### config.mk
export PLATFORM = sky130hd
export DESIGN_NAME = coh_resp_agent
export DESIGN_NICKNAME = d
export VERILOG_FILES = /design/src/rtl/coh_pkg.sv /design/src/rtl/coh_line_store.sv /design/src/rtl/coh_commit_ctr.sv /design/src/rtl/coh_fwd_resp.sv /design/src/rtl/coh_resp_agent.sv
export SDC_FILE = /design/constraint.sdc
export NUM_CORES = 1
export LEC_CHECK = 0
export ABC_CLOCK_PERIOD_IN_PS = 13500
export BUFFER_PORTS_ARGS = -buffer_cell sky130_fd_sc_hd__clkbuf_2
export CAP_MARGIN = 20
export CORE_UTILIZATION = 35
export DETAILED_ROUTE_END_ITERATION = 12
export HOLD_SLACK_MARGIN = 0.12
export PLACE_DENSITY = 0.48
export SLEW_MARGIN = 25
export SYNTH_ARGS = -nofsm -noshare
export SYNTH_HDL_FRONTEND = slang
export SYNTH_SLANG_ARGS = --single-unit
### constraint.sdc
create_clock -name clk -period 13.5 [get_ports clk]
set_clock_uncertainty 0.2 [all_clocks]
set_input_delay 0 -clock clk [delete_from_list [all_inputs] [get_ports clk]]
set_output_delay 0 -clock clk [all_outputs]
set_load 0.1 [all_outputs]
### src/rtl/coh_pkg.sv
package coh_pkg;
  typedef enum logic [1:0] {
    LN_INV   = 2'd0,
    LN_CLEAN = 2'd1,
    LN_EXD   = 2'd2
  } line_st_e;

  typedef enum logic [2:0] {
    MK_NONE     = 3'd0,
    MK_FILL     = 3'd1,
    MK_INVAL    = 3'd2,
    MK_COMMIT   = 3'd3,
    MK_FWD_RD   = 3'd4,
    MK_FWD_RDEX = 3'd5
  } msg_kind_e;

  localparam logic [1:0] FS_PLAIN = 2'd0;
  localparam logic [1:0] FS_MOD   = 2'd1;
  localparam logic [1:0] FS_FETCH = 2'd2;
endpackage

### src/rtl/coh_line_store.sv
module coh_line_store
  import coh_pkg::*;
#(
  parameter int IDX_W  = 3,
  parameter int TAG_W  = 9,
  parameter int DATA_W = 32
) (
  input  logic              clk,
  input  logic              rst_n,
  input  logic              wr_en,
  input  logic [IDX_W-1:0]  wr_idx,
  input  line_st_e          wr_state,
  input  logic              wr_fill,
  input  logic [TAG_W-1:0]  wr_tag,
  input  logic [DATA_W-1:0] wr_data,
  input  logic [IDX_W-1:0]  a_idx,
  output line_st_e          a_state,
  output logic [TAG_W-1:0]  a_tag,
  output logic [DATA_W-1:0] a_data,
  input  logic [IDX_W-1:0]  b_idx,
  output line_st_e          b_state,
  output logic [TAG_W-1:0]  b_tag,
  output logic [DATA_W-1:0] b_data
);
  localparam int LINES = 1 << IDX_W;

  line_st_e          st_arr  [LINES];
  logic [TAG_W-1:0]  tag_arr [LINES];
  logic [DATA_W-1:0] dat_arr [LINES];

  for (genvar g = 0; g < LINES; g++) begin : g_line
    logic              sel;
    line_st_e          st_d, st_q;
    logic [TAG_W-1:0]  tag_q;
    logic [DATA_W-1:0] dat_q;

    assign sel = wr_en && (wr_idx == IDX_W'(g));

    always_comb begin
      st_d = st_q;
      if (sel) st_d = wr_state;
    end

    always_ff @(posedge clk or negedge rst_n) begin
      if (!rst_n) st_q <= LN_INV;
      else        st_q <= st_d;
    end

    always_ff @(posedge clk) begin
      if (sel && wr_fill) begin
        tag_q <= wr_tag;
        dat_q <= wr_data;
      end
    end

    assign st_arr[g]  = st_q;
    assign tag_arr[g] = tag_q;
    assign dat_arr[g] = dat_q;
  end

  assign a_state = st_arr[a_idx];
  assign a_tag   = tag_arr[a_idx];
  assign a_data  = dat_arr[a_idx];
  assign b_state = st_arr[b_idx];
  assign b_tag   = tag_arr[b_idx];
  assign b_data  = dat_arr[b_idx];

  // a requested state write is what the line holds afterwards
  assert_write_lands_R1: assert property (@(posedge clk) disable iff (!rst_n)
    wr_en |=> st_arr[$past(wr_idx)] == $past(wr_state));
endmodule

### src/rtl/coh_commit_ctr.sv
module coh_commit_ctr #(
  parameter int CNT_W = 4
) (
  input  logic clk,
  input  logic rst_n,
  input  logic inc,
  input  logic dec,
  input  logic bar_req,
  output logic bar_done
);
  localparam logic [CNT_W-1:0] CNT_MAX = {CNT_W{1'b1}};

  logic [CNT_W-1:0] cnt_q, cnt_d;

  always_comb begin
    cnt_d = cnt_q;
    if (inc && !dec) begin
      if (cnt_q != CNT_MAX) cnt_d = cnt_q + 1'b1;
    end else if (dec && !inc) begin
      if (cnt_q != '0) cnt_d = cnt_q - 1'b1;
    end
  end

  always_ff @(posedge clk or negedge rst_n) begin
    if (!rst_n) cnt_q <= '0;
    else        cnt_q <= cnt_d;
  end

  assign bar_done = bar_req && (cnt_q == '0);

  assert_cnt_step_R7: assert property (@(posedge clk) disable iff (!rst_n)
    1'b1 |=> (cnt_q == $past(cnt_q)) || (cnt_q == $past(cnt_q) + 1'b1)
             || (cnt_q == $past(cnt_q) - 1'b1));

  assert_cnt_floor_R7: assert property (@(posedge clk) disable iff (!rst_n)
    (cnt_q == '0 && dec && !inc) |=> cnt_q == '0);

  assert_cnt_ceiling_R7: assert property (@(posedge clk) disable iff (!rst_n)
    (cnt_q == CNT_MAX && inc && !dec) |=> cnt_q == CNT_MAX);
endmodule

### src/rtl/coh_fwd_resp.sv
module coh_fwd_resp #(
  parameter int ADDR_W = 12,
  parameter int DATA_W = 32,
  parameter int ID_W   = 4
) (
  input  logic              clk,
  input  logic              rst_n,
  input  logic              send,
  input  logic [ID_W-1:0]   dest,
  input  logic [ADDR_W-1:0] addr,
  input  logic [DATA_W-1:0] data,
  output logic              out_valid,
  output logic [ID_W-1:0]   out_dest,
  output logic [ADDR_W-1:0] out_addr,
  output logic [DATA_W-1:0] out_data
);
  always_ff @(posedge clk or negedge rst_n) begin
    if (!rst_n) out_valid <= 1'b0;
    else        out_valid <= send;
  end

  always_ff @(posedge clk) begin
    if (send) begin
      out_dest <= dest;
      out_addr <= addr;
      out_data <= data;
    end
  end
endmodule

### src/rtl/coh_resp_agent.sv
module coh_resp_agent
  import coh_pkg::*;
#(
  parameter int ADDR_W = 12,
  parameter int IDX_W  = 3,
  parameter int DATA_W = 32,
  parameter int ID_W   = 4,
  parameter int CNT_W  = 4
) (
  input  logic              clk,
  input  logic              rst_n,
  input  logic              msg_valid,
  input  logic [2:0]        msg_kind,
  input  logic [1:0]        msg_sub,
  input  logic [ADDR_W-1:0] msg_addr,
  input  logic [ID_W-1:0]   msg_src,
  input  logic [DATA_W-1:0] msg_data,
  input  logic              issue_req,
  input  logic              bar_req,
  output logic              bar_done,
  input  logic [ADDR_W-1:0] lk_addr,
  output logic              lk_hit,
  output logic              lk_dirty,
  output logic [DATA_W-1:0] lk_data,
  output logic              dout_valid,
  output logic [ID_W-1:0]   dout_dest,
  output logic [ADDR_W-1:0] dout_addr,
  output logic [DATA_W-1:0] dout_data
);
  localparam int TAG_W = ADDR_W - IDX_W;

  msg_kind_e         kind;
  logic [IDX_W-1:0]  m_idx, l_idx;
  logic [TAG_W-1:0]  m_tag, l_tag;
  line_st_e          a_state, b_state, wr_state;
  logic [TAG_W-1:0]  a_tag, b_tag;
  logic [DATA_W-1:0] a_data, b_data;
  logic              m_hit, wr_en, wr_fill, send, commit;

  assign kind  = msg_kind_e'(msg_kind);
  assign m_idx = msg_addr[IDX_W-1:0];
  assign m_tag = msg_addr[ADDR_W-1:IDX_W];
  assign l_idx = lk_addr[IDX_W-1:0];
  assign l_tag = lk_addr[ADDR_W-1:IDX_W];
  assign m_hit = (a_state != LN_INV) && (a_tag == m_tag);

  always_comb begin
    wr_en    = 1'b0;
    wr_fill  = 1'b0;
    wr_state = a_state;
    send     = 1'b0;
    commit   = 1'b0;
    if (msg_valid) begin
      unique case (kind)
        MK_FILL: begin
          if (msg_sub != FS_FETCH) begin
            wr_en    = 1'b1;
            wr_fill  = 1'b1;
            wr_state = (msg_sub == FS_MOD) ? LN_EXD : LN_CLEAN;
          end
        end
        MK_INVAL: begin
          if (m_hit) begin
            wr_en    = 1'b1;
            wr_state = LN_INV;
          end
        end
        MK_COMMIT: commit = 1'b1;
        MK_FWD_RD: begin
          if (m_hit) begin
            send = 1'b1;
            if (a_state == LN_EXD) begin
              wr_en    = 1'b1;
              wr_state = LN_CLEAN;
            end
          end
        end
        MK_FWD_RDEX: begin
          if (m_hit) begin
            send     = 1'b1;
            wr_en    = 1'b1;
            wr_state = LN_INV;
          end
        end
        default: ;
      endcase
    end
  end

  coh_line_store #(.IDX_W(IDX_W), .TAG_W(TAG_W), .DATA_W(DATA_W)) u_store (
    .clk(clk), .rst_n(rst_n),
    .wr_en(wr_en), .wr_idx(m_idx), .wr_state(wr_state), .wr_fill(wr_fill),
    .wr_tag(m_tag), .wr_data(msg_data),
    .a_idx(m_idx), .a_state(a_state), .a_tag(a_tag), .a_data(a_data),
    .b_idx(l_idx), .b_state(b_state), .b_tag(b_tag), .b_data(b_data)
  );

  coh_commit_ctr #(.CNT_W(CNT_W)) u_ctr (
    .clk(clk), .rst_n(rst_n), .inc(issue_req), .dec(commit),
    .bar_req(bar_req), .bar_done(bar_done)
  );

  coh_fwd_resp #(.ADDR_W(ADDR_W), .DATA_W(DATA_W), .ID_W(ID_W)) u_resp (
    .clk(clk), .rst_n(rst_n), .send(send), .dest(msg_src), .addr(msg_addr),
    .data(a_data), .out_valid(dout_valid), .out_dest(dout_dest),
    .out_addr(dout_addr), .out_data(dout_data)
  );

  assign lk_hit   = (b_state != LN_INV) && (b_tag == l_tag);
  assign lk_dirty = lk_hit && (b_state == LN_EXD);
  assign lk_data  = lk_hit ? b_data : '0;

  // a Data beat only follows a forwarded request
  assert_resp_cause_R5: assert property (@(posedge clk) disable iff (!rst_n)
    dout_valid |-> $past(msg_valid && (msg_kind == MK_FWD_RD || msg_kind == MK_FWD_RDEX)));

  assert_fetch_no_install_R3: assert property (@(posedge clk) disable iff (!rst_n)
    (msg_valid && msg_kind == MK_FILL && msg_sub == FS_FETCH) |-> !wr_en);

  assert_exclusive_drop_R6: assert property (@(posedge clk) disable iff (!rst_n)
    (msg_valid && msg_kind == MK_FWD_RDEX && m_hit) |=> dout_valid);
endmodule

# Word level (Yosys, flattened, before mapping)
# Cells that the tools add are included.
word_totals:
  output_inout_bits: 84
  ff_bits: 397
  word_cells: 131
  in_bits: 70
classes:
  mux: 42
  reduce_logical: 34
  addsub: 2
  bitwise: 2
  eq_ne: 20
  n_lt_le_gt_ge: 2
op_table:
  columns: ["cell", "n"]
  rows:
  - ["$bmux W32 S3", 2]
  - ["$mux W32", 5]
  - ["$bmux W9 S3", 2]
  - ["$mux W9", 4]
  - ["$logic_and A1 B1 Y1", 22]
  - ["$mux W2", 10]
  - ["$eq A3 B3 Y1 const B", 6]
  - ["$eq A9 B9 Y1", 2]
  - ["$mux W4", 4]
  - ["$bmux W2 S3", 2]
  - ["$eq A3 B2 Y1 const B", 4]
  - ["$mux W1", 11]
  - ["$ge A4 B4 Y1 const B", 2]
  - ["$not A3 Y4", 2]
  - ["$reduce_bool A2 Y1", 4]
  - ["$eq A3 B1 Y1 const B", 2]
  - ["$pmux W2 S3", 1]
  - ["$add A4 B1 Y4 const B", 1]
  - ["$eq A2 B2 Y1 const B", 2]
  - ["$logic_not A4 Y1", 1]
  - ["$ne A2 B2 Y1 const B", 2]
  - ["$ne A4 B4 Y1 const B", 1]
  - ["$reduce_bool A4 Y1", 1]
  - ["$reduce_or A2 Y1", 2]
  - ["other kinds (6)", 7]

# Logic depth before layout (Yosys ltp)
# Gate-level depths: netlist of run 1.
depth:
  word_depth: 11
  ltp_mapped: 11
  depth_no_buf: 10

# Modules after synthesis
# A second synthesis of run 1 with hierarchy kept.
hier_totals:
  cells_unflattened: 863
  area_unflattened_um2: 18696.7
modules_own_cells:
  columns: ["module", "cells_per_inst", "instances", "seq_area_each_um2", "area_per_inst_um2"]
  rows:
  - ["coh_line_store", 693, 1, 10249.8, 16268.1]
  - ["coh_fwd_resp", 49, 1, 1466.4, 1466.4]
  - ["coh_resp_agent", 95, 1, 0.0, 669.4]
  - ["coh_commit_ctr", 26, 1, 100.1, 292.8]

# Worst setup path before layout of run 1
# Ideal clock, no wire load.
synth_timing:
  path_kind: "register to register"
  startpoint: "reg u_store.g_line[3].tag_q[0]"
  endpoint: "reg u_resp.out_addr[0], enable pin"
  t_required_ns: 12.785
  setup_time_ns: 0.515
  period_less_slack_ns: 5.898
  t_arrival_ns: 5.183
  stages_incl_launch_ff: 7
  n_path_buf: 0
  slack_ns: 7.602
  path_cell_list: "edfxtp_1 -> mux4_2 -> mux2i_1 -> xor2_1 -> or3b_1 -> or2_4 -> nor3_1"
synth_via:
  elab_chain_len: 8
synth_lines:
  columns: ["element", "line_no", "source"]
  rows:
  - ["from (decl)", "coh_line_store.sv:34", "logic [TAG_W-1:0] tag_q;"]
  - ["from (signal assigned)", "coh_line_store.sv:51", "tag_q <= wr_tag;"]
  - ["$bmux W9 S3", "coh_line_store.sv:62", "assign a_tag = tag_arr[a_idx];"]
  - ["$mux W9 (not written as such) (2 in series)", "coh_line_store.sv:62", null]
  - ["$eq A9 B9 Y1", "coh_resp_agent.sv:45", "assign m_hit = (a_state != LN_INV) && (a_tag == m_tag);"]
  - ["$logic_and A1 B1 Y1", "coh_resp_agent.sv:45", null]
  - ["$mux W1", "coh_resp_agent.sv:70, coh_resp_agent.sv:79", null]
  - ["$mux W1", null, null]
  - ["$mux W1", "coh_resp_agent.sv:53", "if (msg_valid) begin"]
  - ["via send", "coh_resp_agent.sv:38", "logic m_hit, wr_en, wr_fill, send, commit;"]
  - ["to (signal assigned)", "coh_fwd_resp.sv:25", "out_addr <= addr;"]
  - ["to (decl)", "coh_fwd_resp.sv:14", "output logic [ADDR_W-1:0] out_addr,"]
# The timed path passes the listed nets, and every way through them passes these cells. The select of a mux whose other input is x is not followed.
# A chain may end at the register's enable or synchronous reset.

# Final worst setup path of run 1
layout_timing:
  startpoint: "in msg_addr[1]"
  endpoint: "reg u_store.g_line[3].st_q[0]"
layout_via:
  elab_chain_len: 10
  word_cells_on_any_way: 24
  cone_classes: "eq/ne (3); mux (17); bitwise (1); reduce/logical (3)"
layout_lines:
  columns: ["element", "line_no", "source"]
  rows:
  - ["from (decl)", "coh_resp_agent.sv:15", "input logic [ADDR_W-1:0] msg_addr,"]
  - ["$not A3 Y4 (not written as such)", "coh_line_store.sv:61, coh_line_store.sv:62", null]
  - ["$bmux W9 S3 / $bmux W2 S3 (equally long branches)", "coh_line_store.sv:62, coh_line_store.sv:61", null]
  - ["$mux W9 (not written as such) / $mux W2 (equally long branches) (2 in series)", "coh_line_store.sv:62, coh_line_store.sv:61", null]
  - ["$eq A9 B9 Y1, or another cell as far along", "coh_resp_agent.sv:45", null]
  - ["$logic_and A1 B1 Y1 / $mux W1 (equally long branches)", "coh_resp_agent.sv:45, coh_resp_agent.sv:72", null]
  - ["$mux W1, on equally long branches", "coh_resp_agent.sv:63, coh_resp_agent.sv:79, coh_resp_agent.sv:70", null]
  - ["$pmux W1 S3", "coh_resp_agent.sv:54", "unique case (kind)"]
  - ["$mux W1", "coh_resp_agent.sv:53", null]
  - ["$logic_and A1 B1 Y1", "coh_line_store.sv:37", "assign sel = wr_en && (wr_idx == IDX_W'(g));"]
  - ["to (signal assigned)", "coh_line_store.sv:46", "else st_q <= st_d;"]
  - ["to (decl)", "coh_line_store.sv:33", "line_st_e st_d, st_q;"]
# Parallel ways exist; a longest one is shown, timed or not. The select of a mux whose other input is x is not followed.

==> metrics.txt, run 1 <==
# TYPE chip_impl_metric gauge
chip_impl_metric{name="synth_seq_cells",unit=""} 397
chip_impl_metric{name="timing.critical_path.required",unit="ns"} 13.80
chip_impl_info{name="timing.critical_path.cells",value="dlygate4sd3_1, buf_4, buf_4, mux2_2, o22ai_1, or3_1, nand4_1, or4_4, o31ai_4, dlygate4sd3_1, nand3_1, dlygate4sd3_1, o2bb2ai_1, dlygate4sd3_1"} 1
chip_impl_metric{name="finalMaxSlewViolations",unit=""} 0
chip_impl_metric{name="clock_latency",unit="ns"} 0.57
chip_impl_info{name="synthMostInstantiatedCell",value="edfxtp_1"} 1
chip_impl_metric{name="layout.nets",unit=""} 1331
chip_impl_metric{name="leakagePower",unit="nW"} 7.77
chip_impl_info{name="dr.max_layer_used",value="met4"} 1
chip_impl_metric{name="number_of_hold_slack_violations_in_the_final_timing_report",unit=""} 0
chip_impl_metric{name="fin_hold_ws",unit="ns"} 0.141
chip_impl_metric{name="post-cts-setup-buffer-count",unit=""} 0
chip_impl_metric{name="period_needed",unit="ns"} 5.62
chip_impl_metric{name="detail_route.drc_violations",unit=""} 0
chip_impl_metric{name="port_buffers",unit=""} 153
chip_impl_metric{name="post_synth_edffs",unit=""} 376
chip_impl_metric{name="ctsHtreeMaxLevel",unit=""} 2
chip_impl_metric{name="hpwlAfterDp",unit="µm"} 27000
chip_impl_metric{name="route.final.wire_length",unit="µm"} 47800
chip_impl_metric{name="seq_area_frac_synth",unit="%"} 65.5
chip_impl_info{name="setup.worst_path.start_class",value="input port"} 1
chip_impl_metric{name="synth_nets",unit=""} 1064
chip_impl_metric{name="grt_pass1_vias",unit=""} 10900
chip_impl_metric{name="antenna_violating_nets_post_route",unit=""} 0
chip_impl_metric{name="ctsResizeCount",unit=""} 0
chip_impl_metric{name="grt_pass1_wl",unit="µm"} 71100
chip_impl_metric{name="vias",unit=""} 10300
chip_impl_metric{name="synth-async-reset-ratio",unit="%"} 5.29
chip_impl_metric{name="detail_route.wirelength.met1",unit="µm"} 20500
chip_impl_metric{name="coreArea",unit="µm²"} 50500
chip_impl_metric{name="post-layout-total-power",unit="mW"} 2.87
chip_impl_metric{name="clkSlewWorstSetupHoldPaths",unit="ns"} 0.06
chip_impl_metric{name="crit_path_max_fanout",unit=""} 63
chip_impl_metric{name="congestion_overflow_gr",unit=""} 0
chip_impl_metric{name="fp.dieH",unit="µm"} 229
chip_impl_info{name="outcome",value="completed"} 1
chip_impl_metric{name="power.density_cell_area",unit="nW/µm²"} 129
chip_impl_metric{name="drt_pre_antenna_iters",unit=""} 5
chip_impl_metric{name="dpl_worst_slack",unit="ns"} 8.79
chip_impl_metric{name="wire_length_per_cell_after_detailed_routing",unit="µm"} 24.3
chip_impl_metric{name="timing.fmax",unit="MHz"} 178
chip_impl_metric{name="io_pins",unit=""} 154
chip_impl_info{name="cts_tree",value="built"} 1
chip_impl_info{name="worstSetupEndpointType",value="register"} 1
chip_impl_metric{name="worst_pin_slew",unit="ns"} 1.03
chip_impl_metric{name="timing.max_slew.rel_slack",unit="%"} 31.6
chip_impl_metric{name="cp_slowest_stage_delay",unit="ns"} 0.90
chip_impl_metric{name="detail_route.iter0.violations",unit=""} 794
chip_impl_info{name="ys_dominant_reg_cell",value="edfxtp_1"} 1
chip_impl_metric{name="worst_ep_arrival_time",unit="ns"} 5.92
chip_impl_info{name="timing.critical_path.max_delay_family",value="buffers and inverters"} 1
chip_impl_metric{name="syn_to_final_growth",unit="%"} 23.0
chip_impl_metric{name="cts_sinks",unit=""} 397
chip_impl_metric{name="route.met3.wl",unit="µm"} 2530
chip_impl_metric{name="postSynthAreaPerCell",unit="µm²"} 18.2
chip_impl_metric{name="initial_antenna_violation_count",unit=""} 0
chip_impl_info{name="yosys-top-cells-area",value="edfxtp_1 63%, mux4_2 19%, mux2i_1 3.7%"} 1
chip_impl_metric{name="rows",unit=""} 82
chip_impl_metric{name="mappedNetlistArea",unit="µm²"} 18000
chip_impl_metric{name="timing.setup.tns",unit="ns"} 0
chip_impl_metric{name="initial_core_utilization",unit="%"} 35.7
chip_impl_metric{name="timing.reg2reg.setup_slack",unit="ns"} 9.01
chip_impl_metric{name="largest_net_degree_at_the_start_of_global_routing",unit=""} 64
chip_impl_metric{name="synth_cell_types",unit=""} 61
chip_impl_info{name="synth_commonest_cells",value="376 x edfxtp_1, 152 x mux4_2, 115 x nand2_1"} 1
chip_impl_info{name="cts_root_buf",value="clkbuf_16"} 1
chip_impl_info{name="rsz0062_at_grt",value="false"} 1
chip_impl_metric{name="finalSetupViolations",unit=""} 0
chip_impl_metric{name="gp_congestion",unit=""} 0.768
chip_impl_metric{name="final_min_period_over_clock_period",unit="%"} 41.6
chip_impl_metric{name="die_width",unit="µm"} 229
chip_impl_info{name="crit_path_top_delay_cell",value="buf_4"} 1
chip_impl_metric{name="synthDominantCellAreaShare",unit="%"} 62.6
chip_impl_info{name="criticalPathCategory",value="in -> reg"} 1
chip_impl_metric{name="cts_bufs_inserted",unit=""} 44
chip_impl_metric{name="insertedDiodeCount",unit=""} 0
chip_impl_metric{name="met2_length",unit="µm"} 23700
chip_impl_metric{name="cts-root-to-sink-buffers",unit=""} 3
chip_impl_metric{name="peakVddDrop",unit="V"} 0.0000778
chip_impl_metric{name="maxCapViolCount",unit=""} 0
chip_impl_metric{name="critical_path.n_buffers_inverters",unit=""} 6
chip_impl_metric{name="final.fill_count",unit=""} 4448
chip_impl_metric{name="viasPerCell",unit=""} 5.24
chip_impl_metric{name="holdBufCountCts",unit=""} 105
chip_impl_info{name="yosysTopAreaCell",value="edfxtp_1"} 1
chip_impl_metric{name="design.die.area",unit="µm²"} 52500
chip_impl_info{name="crit_top_cell",value="dlygate4sd3_1"} 1
chip_impl_info{name="timing.hold.worst.class",value="in -> reg"} 1
chip_impl_metric{name="post_synth_inst_count",unit=""} 991
chip_impl_metric{name="grt_usage",unit="%"} 18.5
chip_impl_metric{name="finalWorstSetupSlack",unit="ns"} 7.88
chip_impl_metric{name="drive_gt1_share",unit="%"} 33.9
chip_impl_metric{name="yosysWarningCount",unit=""} 0
[cell type report]
cell class	instances	area, µm²	share of cell area (%)
clock buffers	56	1210	5.44
clock inverters	25	324	1.46
inverters	6	22.5	0.101
multi-input cells	531	6000	27.0
flip-flops and latches	397	11800	53.2
well taps	672	841	3.79
repair buffers	278	1980	8.91
[report_power, final]
| part | internal [mW] | leakage, nW | switching, mW | total, mW |
|---|---|---|---|---|
| sequential | 1.36 | 3.67 | 0.0135 | 1.38 |
| combinational | 0.115 | 3.36 | 0.123 | 0.237 |
| clock | 0.769 | 0.742 | 0.491 | 1.26 |
| total | 2.25 | 7.77 | 0.627 | 2.87 |
[routing by layer]
layer / vias to the layer above / global-route usage [%]
met2: 250 / 30.9
met3: 65 / 3.61
met1: 5398 / 24.7
met4: 0 / 5.19
met5: - / 0
li1: 4583 / -
[path summary, 6_finish.rpt]
path	startpoint	to	cells after the start
min in group asynchronous	rst_n	u_ctr.cnt_q[1]	4
min	msg_addr[3]	u_resp.out_addr[3]	2
max reg2reg	u_store.g_line[3].tag_q[0]	u_store.g_line[3].st_q[0]	10
max in group asynchronous	rst_n	u_resp.out_valid	4
max	msg_addr[1]	u_store.g_line[3].st_q[0]	14
min reg2reg	u_store.g_line[2].st_q[0]	u_store.g_line[2].st_q[0]	1
[cell usage in the layout, fill, tap and decap left out, types with 3 or more instances in the layout]
master,n
a21oi_1,7
a22oi_1,5
and3_1,3
buf_4,22
bufinv_16,7
clkbuf_1,7
clkbuf_16,45
clkbuf_2,148
clkbuf_8,4
clkinv_1,5
clkinv_2,6
clkinvlp_4,3
dfrtp_1,21
dlygate4sd3_1,105
edfxtp_1,376
inv_1,4
mux2_2,20
mux2i_1,66
mux4_2,152
nand2_1,115
nand2b_1,4
nand3_1,10
nand4_1,6
nor2_1,41
nor2_4,6
nor2b_1,4
nor3_1,4
nor3_2,3
nor4_1,5
o21ai_0,3
o22ai_1,6
o2bb2ai_1,8
or3_1,4
xnor2_1,14
xor2_1,4
[registers in the layout, summed over array words and instances (netlist names)]
register and count:
u_store.g_line.dat_q 256, u_store.g_line.tag_q 72, u_ctr.cnt_q 4, u_resp.out_data 32, u_resp.out_addr 12, u_resp.out_valid 1
u_resp.out_dest 4, u_store.g_line.st_q 16
[cells by family after synthesis]
kind of cell	share of synthesized area [%]
AO/OA/AOI/OAI	2.27
AND/OR/NAND/NOR	5.47
buffers and inverters	1.63
XOR/XNOR	0.874
adder cells (fa/ha/maj)	0.250
multiplexers	24.0
flip-flops	65.5
[through the flow]
stage / util [%] / cells / cell area (µm²)
after floorplan: - / 991 / 18000
after global placement: 38.8 / 1778 / 19600
after detailed placement: 38.8 / 1778 / 19600
after CTS: 44.0 / 1964 / 22200
after global routing: 44.0 / 1965 / 22200
final: 44.0 / 1965 / 22200
No activity file was read; power rests on OpenSTA's default activity.
==> inputs of run 2 (changes only) <==
--- a/config.mk
+++ b/config.mk
@@ -5,13 +5,13 @@
 export SDC_FILE = /design/constraint.sdc
 export NUM_CORES = 1
 export LEC_CHECK = 0
-export ABC_CLOCK_PERIOD_IN_PS = 13500
+export ABC_CLOCK_PERIOD_IN_PS = 4900
 export BUFFER_PORTS_ARGS = -buffer_cell sky130_fd_sc_hd__clkbuf_2
 export CAP_MARGIN = 20
 export CORE_UTILIZATION = 35
 export DETAILED_ROUTE_END_ITERATION = 12
 export HOLD_SLACK_MARGIN = 0.12
-export PLACE_DENSITY = 0.48
+export PLACE_DENSITY = 0.49
 export SLEW_MARGIN = 25
 export SYNTH_ARGS = -nofsm -noshare
 export SYNTH_HDL_FRONTEND = slang
==> constraint.sdc (replaced) <==
create_clock -name clk -period 4.9 [get_ports clk]
set_clock_uncertainty 0.2 [all_clocks]
set_input_delay 0 -clock clk [delete_from_list [all_inputs] [get_ports clk]]
set_output_delay 0 -clock clk [all_outputs]
set_load 0.1 [all_outputs]
==> run 2 against run 1 <==
  * Design area increased by 0.15%
  * Non-clock buffer count is 11 higher
  * Sequential share of layout area is 0.081 points lower
  * Die area is the same
  * Wire length shrank 0.13%
  * Register-to-register slack lost 8.3 ns
  * Core utilization up 0.067 points
  * Via count is 0.58% higher
  * Clock power increased to 2.6 times the previous value
  * First-iteration DRC count increased by 3.9%
  * Final cell count increased by 0.46%
==> metrics.txt, run 2 (synthesis gave the netlist of run 1 again) <==
# TYPE chip_impl_metric gauge
chip_impl_info{name="outcome",value="completed"} 1
chip_impl_metric{name="worst_ep_arrival_time",unit="ns"} 4.85
chip_impl_metric{name="layout.nets",unit=""} 1342
chip_impl_metric{name="final.fill_count",unit=""} 4490
chip_impl_metric{name="wire_length_per_cell_after_detailed_routing",unit="µm"} 24.2
chip_impl_info{name="criticalPathCategory",value="in -> reg"} 1
chip_impl_metric{name="finalCoreUtilization",unit="%"} 44.0
chip_impl_metric{name="rows",unit=""} 82
chip_impl_metric{name="peakVddDrop",unit="V"} 0.000214
chip_impl_metric{name="ctsHtreeMaxLevel",unit=""} 2
chip_impl_metric{name="clock_latency",unit="ns"} 0.57
chip_impl_metric{name="number_of_hold_slack_violations_in_the_final_timing_report",unit=""} 0
chip_impl_info{name="rsz0062_at_grt",value="false"} 1
chip_impl_metric{name="maxCapViolCount",unit=""} 0
chip_impl_info{name="biggestRegsByFlops",value="u_store.g_line.dat_q (256), u_store.g_line.tag_q (72), u_resp.out_data (32)"} 1
chip_impl_metric{name="dpl_cell_area",unit="µm²"} 19700
chip_impl_metric{name="post-layout-total-power",unit="mW"} 7.79
chip_impl_metric{name="detail_route.iter0.violations",unit=""} 825
chip_impl_metric{name="detail_route.drc_violations",unit=""} 0
chip_impl_metric{name="seq_area",unit="µm²"} 11800
chip_impl_metric{name="initial_antenna_violation_count",unit=""} 1
chip_impl_metric{name="finalMaxSlewViolations",unit=""} 0
chip_impl_info{name="cts_root_buf",value="clkbuf_16"} 1
chip_impl_metric{name="clock_power_share",unit="%"} 42.8
chip_impl_info{name="most-common-layout-cells",value="376 x edfxtp_1, 152 x mux4_2, 148 x clkbuf_2"} 1
chip_impl_metric{name="multi_input_comb_area",unit="µm²"} 6000
chip_impl_metric{name="design.die.area",unit="µm²"} 52500
chip_impl_metric{name="cp_slowest_stage_delay",unit="ns"} 0.82
chip_impl_metric{name="cts_bufs_inserted",unit=""} 44
chip_impl_metric{name="timing.critical_path.required",unit="ns"} 5.16
chip_impl_metric{name="p_comb_share",unit="%"} 8.5
chip_impl_metric{name="route.final.wire_length",unit="µm"} 47700
chip_impl_metric{name="clkSlewWorstSetupHoldPaths",unit="ns"} 0.06
chip_impl_metric{name="finalWorstSetupSlack",unit="ns"} 0.307
chip_impl_metric{name="grt_usage",unit="%"} 18.5
chip_impl_metric{name="grt_pass1_vias",unit=""} 11000
chip_impl_metric{name="timing.reg2reg.setup_slack",unit="ns"} 0.73
chip_impl_metric{name="final_min_period_over_clock_period",unit="%"} 93.7
chip_impl_metric{name="gp_congestion",unit=""} 0.779
chip_impl_metric{name="leakagePower",unit="nW"} 7.79
chip_impl_metric{name="coreArea",unit="µm²"} 50500
chip_impl_metric{name="grt_pass1_wl",unit="µm"} 71500
chip_impl_metric{name="power.sequential.fraction",unit="%"} 48.7
chip_impl_info{name="largest_register",value="u_store.g_line.dat_q"} 1
chip_impl_metric{name="worst_pin_slew",unit="ns"} 0.839
chip_impl_metric{name="drt_pre_antenna_iters",unit=""} 5
chip_impl_metric{name="syn_to_final_growth",unit="%"} 23.2
chip_impl_metric{name="timing.max_slew.rel_slack",unit="%"} 43.9
chip_impl_metric{name="timing.setup.tns",unit="ns"} 0
chip_impl_metric{name="power_switching",unit="mW"} 1.71
chip_impl_metric{name="largest_net_degree_at_the_start_of_global_routing",unit=""} 59
chip_impl_metric{name="post-route-cell-area",unit="µm²"} 22200
chip_impl_metric{name="vias",unit=""} 10400
chip_impl_info{name="layout_commonest_cell",value="edfxtp_1"} 1
chip_impl_metric{name="timing.fmax",unit="MHz"} 218
chip_impl_info{name="timing.hold.worst.class",value="in -> reg"} 1
chip_impl_metric{name="period_needed",unit="ns"} 4.59
chip_impl_metric{name="die_width",unit="µm"} 229
chip_impl_metric{name="fp.dieH",unit="µm"} 229
chip_impl_metric{name="finalSetupViolations",unit=""} 0
chip_impl_info{name="cts_tree",value="built"} 1
chip_impl_metric{name="io_pins",unit=""} 154
chip_impl_info{name="timing.critical_path.cells",value="dlygate4sd3_1, buf_6, buf_4, mux2i_1, a22oi_1, a21oi_1, o22ai_1, or3b_1, or2_4, a311oi_4, dlygate4sd3_1, o2bb2ai_1, dlygate4sd3_1"} 1
chip_impl_metric{name="insertedDiodeCount",unit=""} 0
chip_impl_metric{name="largest_reg_flops",unit=""} 256
chip_impl_metric{name="critical_path.n_buffers_inverters",unit=""} 5
chip_impl_metric{name="drive_gt1_share",unit="%"} 33.5
chip_impl_metric{name="crit_path_max_fanout",unit=""} 58
chip_impl_metric{name="cts_sinks",unit=""} 397
chip_impl_metric{name="initial_core_utilization",unit="%"} 35.7
chip_impl_metric{name="port_buffers",unit=""} 153
chip_impl_metric{name="hpwlAfterDp",unit="µm"} 28400
chip_impl_metric{name="post_layout_nonfiller_instances",unit=""} 1974
chip_impl_metric{name="cts-root-to-sink-buffers",unit=""} 3
chip_impl_metric{name="dpl_worst_slack",unit="ns"} 0.938
chip_impl_metric{name="placed_cells_incl_taps",unit=""} 1788
chip_impl_info{name="crit_path_top_delay_cell",value="dlygate4sd3_1"} 1
chip_impl_metric{name="viasPerCell",unit=""} 5.25
chip_impl_metric{name="fin_hold_ws",unit="ns"} 0.147
chip_impl_metric{name="congestion_overflow_gr",unit=""} 0
chip_impl_info{name="setup.worst_path.start_class",value="input port"} 1
chip_impl_info{name="worstSetupEndpointType",value="register"} 1
chip_impl_metric{name="switching_part_of_the_total",unit="%"} 21.9
chip_impl_metric{name="antenna_violating_nets_post_route",unit=""} 0
chip_impl_info{name="crit_top_cell",value="dlygate4sd3_1"} 1
chip_impl_metric{name="internal-power",unit="mW"} 6.08
chip_impl_metric{name="power.density_cell_area",unit="nW/µm²"} 350
chip_impl_info{name="timing.critical_path.max_delay_family",value="buffers and inverters"} 1
run 2: changes by cell type in the layout (fill, tap and decap cells not counted), sizes merged:
| cell | before | now |
|---|---|---|
| clkinvlp | 3 | 1 |
| dlygate4sd3 | 105 | 106 |
| buf | 25 | 35 |
| clkbuf | 204 | 206 |
| bufinv | 7 | 6 |
| clkinv | 14 | 13 |
run 2: power by group through the flow:
stage               Combinational (mW)  Sequential (mW)  Clock [mW]
floorplan                        0.402             3.86           0
global placement                 0.590             3.86           0
detailed placement               0.594             3.86           0
CTS                              0.674             3.79        3.41
global route                     0.720             3.80        3.52
finish                           0.662             3.79        3.33
run 2: path summary, 6_finish.rpt:
path,endpoint,startpoint,cells past startpoint
setup / recovery,u_store.g_line[1].st_q[0],msg_addr[1],13
hold / removal,u_store.g_line[0].st_q[0],msg_addr[0],4
setup reg to reg,u_store.g_line[1].st_q[0],u_store.g_line[3].tag_q[0],9
hold reg to reg,u_ctr.cnt_q[3],u_ctr.cnt_q[3],1
max in group asynchronous,u_store.g_line[2].st_q[0],rst_n,4
min in group asynchronous,u_store.g_line[0].st_q[1],rst_n,4
run 2: cell type report:
type / count / share of cell area (%)
inverter: 6 / 0.101
sequential: 397 / 53.2
multi-input combinational: 531 / 27.0
clock inverter: 21 / 1.13
clock buffer: 58 / 5.29
tap: 672 / 3.78
timing repair buffer: 289 / 9.53
run 2: layer usage:
metal / GRT usage (%) / share of wire, % / up-vias
met5: 0 / 0.021 / -
met2: 31.3 / 51 / 237
met4: 5.52 / 1.9 / 2
met1: 24.7 / 43 / 5436
li1: - / - / 4623
met3: 2.69 / 4.2 / 58
run 2: worst reg2reg max path: stages, from the launching register on:
cell and delay [ns]:
edfxtp_1 0.39, mux4_2 0.48, mux2i_1 0.18, xor2_1 0.33
or3b_1 0.47, or2_4 0.29, a311oi_4 0.24, dlygate4sd3_1 0.82
o2bb2ai_1 0.11, dlygate4sd3_1 0.56
run 2: timing repair:
| item | CTS | global route |
|---|---|---|
| setup buffers | 0 | 0 |
| hold buffers | 106 | 1 |
| gates resized for setup | 0 | 1 |
| setup endpoints to repair | 0 | 2 |
| endpoints found under the hold margin | 466 | 21 |
==> inputs of run 3 (changes only) <==
--- a/config.mk
+++ b/config.mk
@@ -9,6 +9,7 @@
 export BUFFER_PORTS_ARGS = -buffer_cell sky130_fd_sc_hd__clkbuf_2
 export CAP_MARGIN = 20
 export CORE_UTILIZATION = 35
+export CTS_BUF_LIST = sky130_fd_sc_hd__clkbuf_16
 export DETAILED_ROUTE_END_ITERATION = 12
 export HOLD_SLACK_MARGIN = 0.12
 export PLACE_DENSITY = 0.49
==> run 3 against run 2 <==
  * Power shrank 0.35%
  * Die area unchanged
  * Final cell count is the same
  * Sequential share of layout area did not move
==> metrics.txt, run 3 (synthesis gave the netlist of run 1 again) <==
# TYPE chip_impl_metric gauge
chip_impl_metric{name="syn_to_final_growth",unit="%"} 23.2
chip_impl_metric{name="leakagePower",unit="nW"} 7.85
chip_impl_metric{name="number_of_hold_slack_violations_in_the_final_timing_report",unit=""} 0
chip_impl_metric{name="power.density_cell_area",unit="nW/µm²"} 349
chip_impl_metric{name="initial_antenna_violation_count",unit=""} 1
chip_impl_metric{name="port_buffers",unit=""} 153
chip_impl_metric{name="viasPerCell",unit=""} 5.25
chip_impl_metric{name="cts_sinks",unit=""} 397
chip_impl_metric{name="grt_usage",unit="%"} 18.5
chip_impl_info{name="setup.worst_path.start_class",value="input port"} 1
chip_impl_metric{name="drive_gt1_share",unit="%"} 33.5
chip_impl_metric{name="cp_slowest_stage_delay",unit="ns"} 0.82
chip_impl_metric{name="clkSlewWorstSetupHoldPaths",unit="ns"} 0.06
chip_impl_metric{name="fp.dieH",unit="µm"} 229
chip_impl_metric{name="cts-root-to-sink-buffers",unit=""} 3
chip_impl_metric{name="worstSetupPathDepth",unit=""} 13
chip_impl_info{name="most-common-layout-cells",value="376 x edfxtp_1, 152 x mux4_2, 148 x clkbuf_2"} 1
chip_impl_metric{name="cts_bufs_inserted",unit=""} 44
chip_impl_metric{name="insertedDiodeCount",unit=""} 0
chip_impl_metric{name="timing.max_slew.rel_slack",unit="%"} 43.3
chip_impl_metric{name="initial_core_utilization",unit="%"} 35.7
chip_impl_metric{name="route.final.wire_length",unit="µm"} 47800
chip_impl_metric{name="min_path_cells",unit=""} 4
chip_impl_metric{name="peakVddDrop",unit="V"} 0.000213
chip_impl_info{name="crit_top_cell",value="dlygate4sd3_1"} 1
chip_impl_metric{name="die_width",unit="µm"} 229
chip_impl_metric{name="detail_route.iter0.violations",unit=""} 825
chip_impl_metric{name="wire_length_per_cell_after_detailed_routing",unit="µm"} 24.2
chip_impl_metric{name="rows",unit=""} 82
chip_impl_metric{name="final_min_period_over_clock_period",unit="%"} 93.9
chip_impl_metric{name="crit_path_max_fanout",unit=""} 58
chip_impl_info{name="layout_commonest_cell",value="edfxtp_1"} 1
chip_impl_metric{name="grt_pass1_wl",unit="µm"} 71500
chip_impl_info{name="outcome",value="completed"} 1
chip_impl_metric{name="design.die.area",unit="µm²"} 52500
chip_impl_info{name="worstSetupEndpointType",value="register"} 1
chip_impl_metric{name="finalWorstSetupSlack",unit="ns"} 0.298
chip_impl_metric{name="finalSetupViolations",unit=""} 0
chip_impl_info{name="criticalPathCategory",value="in -> reg"} 1
chip_impl_metric{name="dpl_worst_slack",unit="ns"} 0.938
chip_impl_metric{name="critical_path.n_buffers_inverters",unit=""} 5
chip_impl_metric{name="vias",unit=""} 10400
chip_impl_metric{name="clock_latency",unit="ns"} 0.57
chip_impl_metric{name="maxCapViolCount",unit=""} 0
chip_impl_info{name="rsz0062_at_grt",value="false"} 1
chip_impl_metric{name="hpwlAfterDp",unit="µm"} 28400
chip_impl_info{name="largest_register",value="u_store.g_line.dat_q"} 1
chip_impl_info{name="timing.hold.worst.class",value="in -> reg"} 1
chip_impl_info{name="timing.critical_path.max_delay_family",value="buffers and inverters"} 1
chip_impl_metric{name="timing.critical_path.required",unit="ns"} 5.16
chip_impl_metric{name="antenna_violating_nets_post_route",unit=""} 0
chip_impl_info{name="cts_tree",value="built"} 1
chip_impl_metric{name="drt_pre_antenna_iters",unit=""} 5
chip_impl_metric{name="final.fill_count",unit=""} 4489
chip_impl_metric{name="coreArea",unit="µm²"} 50500
chip_impl_metric{name="timing.fmax",unit="MHz"} 217
chip_impl_metric{name="congestion_overflow_gr",unit=""} 0
chip_impl_metric{name="period_needed",unit="ns"} 4.60
chip_impl_metric{name="finalMaxSlewViolations",unit=""} 0
chip_impl_info{name="biggestRegsByFlops",value="u_store.g_line.dat_q (256), u_store.g_line.tag_q (72), u_resp.out_data (32)"} 1
chip_impl_metric{name="worst_ep_arrival_time",unit="ns"} 4.86
chip_impl_metric{name="gp_congestion",unit=""} 0.779
chip_impl_metric{name="worst_pin_slew",unit="ns"} 0.843
chip_impl_info{name="crit_path_top_delay_cell",value="dlygate4sd3_1"} 1
chip_impl_metric{name="timing.setup.tns",unit="ns"} 0
chip_impl_info{name="timing.critical_path.cells",value="dlygate4sd3_1, buf_6, buf_4, mux2i_1, a22oi_1, a21oi_1, o22ai_1, or3b_1, or2_4, a311oi_4, dlygate4sd3_1, o2bb2ai_1, dlygate4sd3_1"} 1
chip_impl_metric{name="io_pins",unit=""} 154
chip_impl_metric{name="grt_pass1_vias",unit=""} 11000
chip_impl_metric{name="largest_reg_flops",unit=""} 256
chip_impl_metric{name="ctsHtreeMaxLevel",unit=""} 2
chip_impl_info{name="cts_root_buf",value="clkbuf_16"} 1
chip_impl_metric{name="largest_net_degree_at_the_start_of_global_routing",unit=""} 59
chip_impl_metric{name="detail_route.drc_violations",unit=""} 0
chip_impl_metric{name="timing.reg2reg.worst_path_depth",unit=""} 9
chip_impl_metric{name="layout.nets",unit=""} 1342
run 3: through the flow:
| step | total power [mW] | instance area [µm²] | hold WS [ns] | cells | utilization [%] |
|---|---|---|---|---|---|
| global route | 8.01 | 22200 | 0.181 | 1974 | 44.0 |
| CTS | 7.85 | 22200 | 0.137 | 1973 | 44.0 |
| floorplan | 4.26 | 18000 | -0.496 | 991 | - |
| finish | 7.76 | 22200 | 0.148 | 1974 | 44.0 |
| detailed placement | 4.46 | 19700 | -0.181 | 1788 | 39.1 |
| global placement | 4.45 | 19700 | -0.186 | 1788 | 39.1 |
run 3: power breakdown:
part | internal [mW] | switching (mW) | leakage [nW]
clock network | 1.97 | 1.33 | 0.745
registers | 3.76 | 0.0365 | 3.67
logic | 0.324 | 0.339 | 3.43
total | 6.05 | 1.71 | 7.85
run 3: worst paths after layout:
path                                                  from                         to  slack [ns]
worst min register to register              u_ctr.cnt_q[3]             u_ctr.cnt_q[3]        0.31
worst max-delay path                           msg_addr[1]  u_store.g_line[1].st_q[0]        0.30
worst min-delay path                           msg_addr[0]  u_store.g_line[0].st_q[0]        0.15
max in group asynchronous                            rst_n  u_store.g_line[2].st_q[0]        3.78
worst max register to register  u_store.g_line[3].tag_q[0]  u_store.g_line[1].st_q[0]        0.73
min in group asynchronous                            rst_n  u_store.g_line[0].st_q[1]        0.37
run 3: metal layers:
layer,vias to the layer above,track usage (%),share of wire [%]
met4,2,5.52,1.9
met5,-,0,0.021
met2,223,31.2,50
li1,4627,-,-
met1,5453,24.7,44
met3,58,2.69,4.0
run 3: timing repair:
action / CTS / global route
hold endpoints to repair: 466 / 21
resized for setup: 0 / 1
endpoints found under the setup margin: 0 / 2
setup buffers: 0 / 0
hold buffers: 106 / 1
run 3: layout make-up:
class                   instances  area [µm²]  share of cell area (%)
well taps                     672         841                    3.78
inverters                       6        22.5                   0.101
flip-flops and latches        397       11800                    53.2
repair buffers                289        2120                    9.53
clock buffers                  45        1130                    5.07
clock inverters                34         300                    1.35
multi-input cells             531        6000                    27.0
run 3: worst min-delay path: cells and delay by family:
family | cells | cell delay (ns)
AND/OR/NAND/NOR | 2 | 0.27
buffers and inverters | 1 | 0.52
AO/OA/AOI/OAI | 1 | 0.07
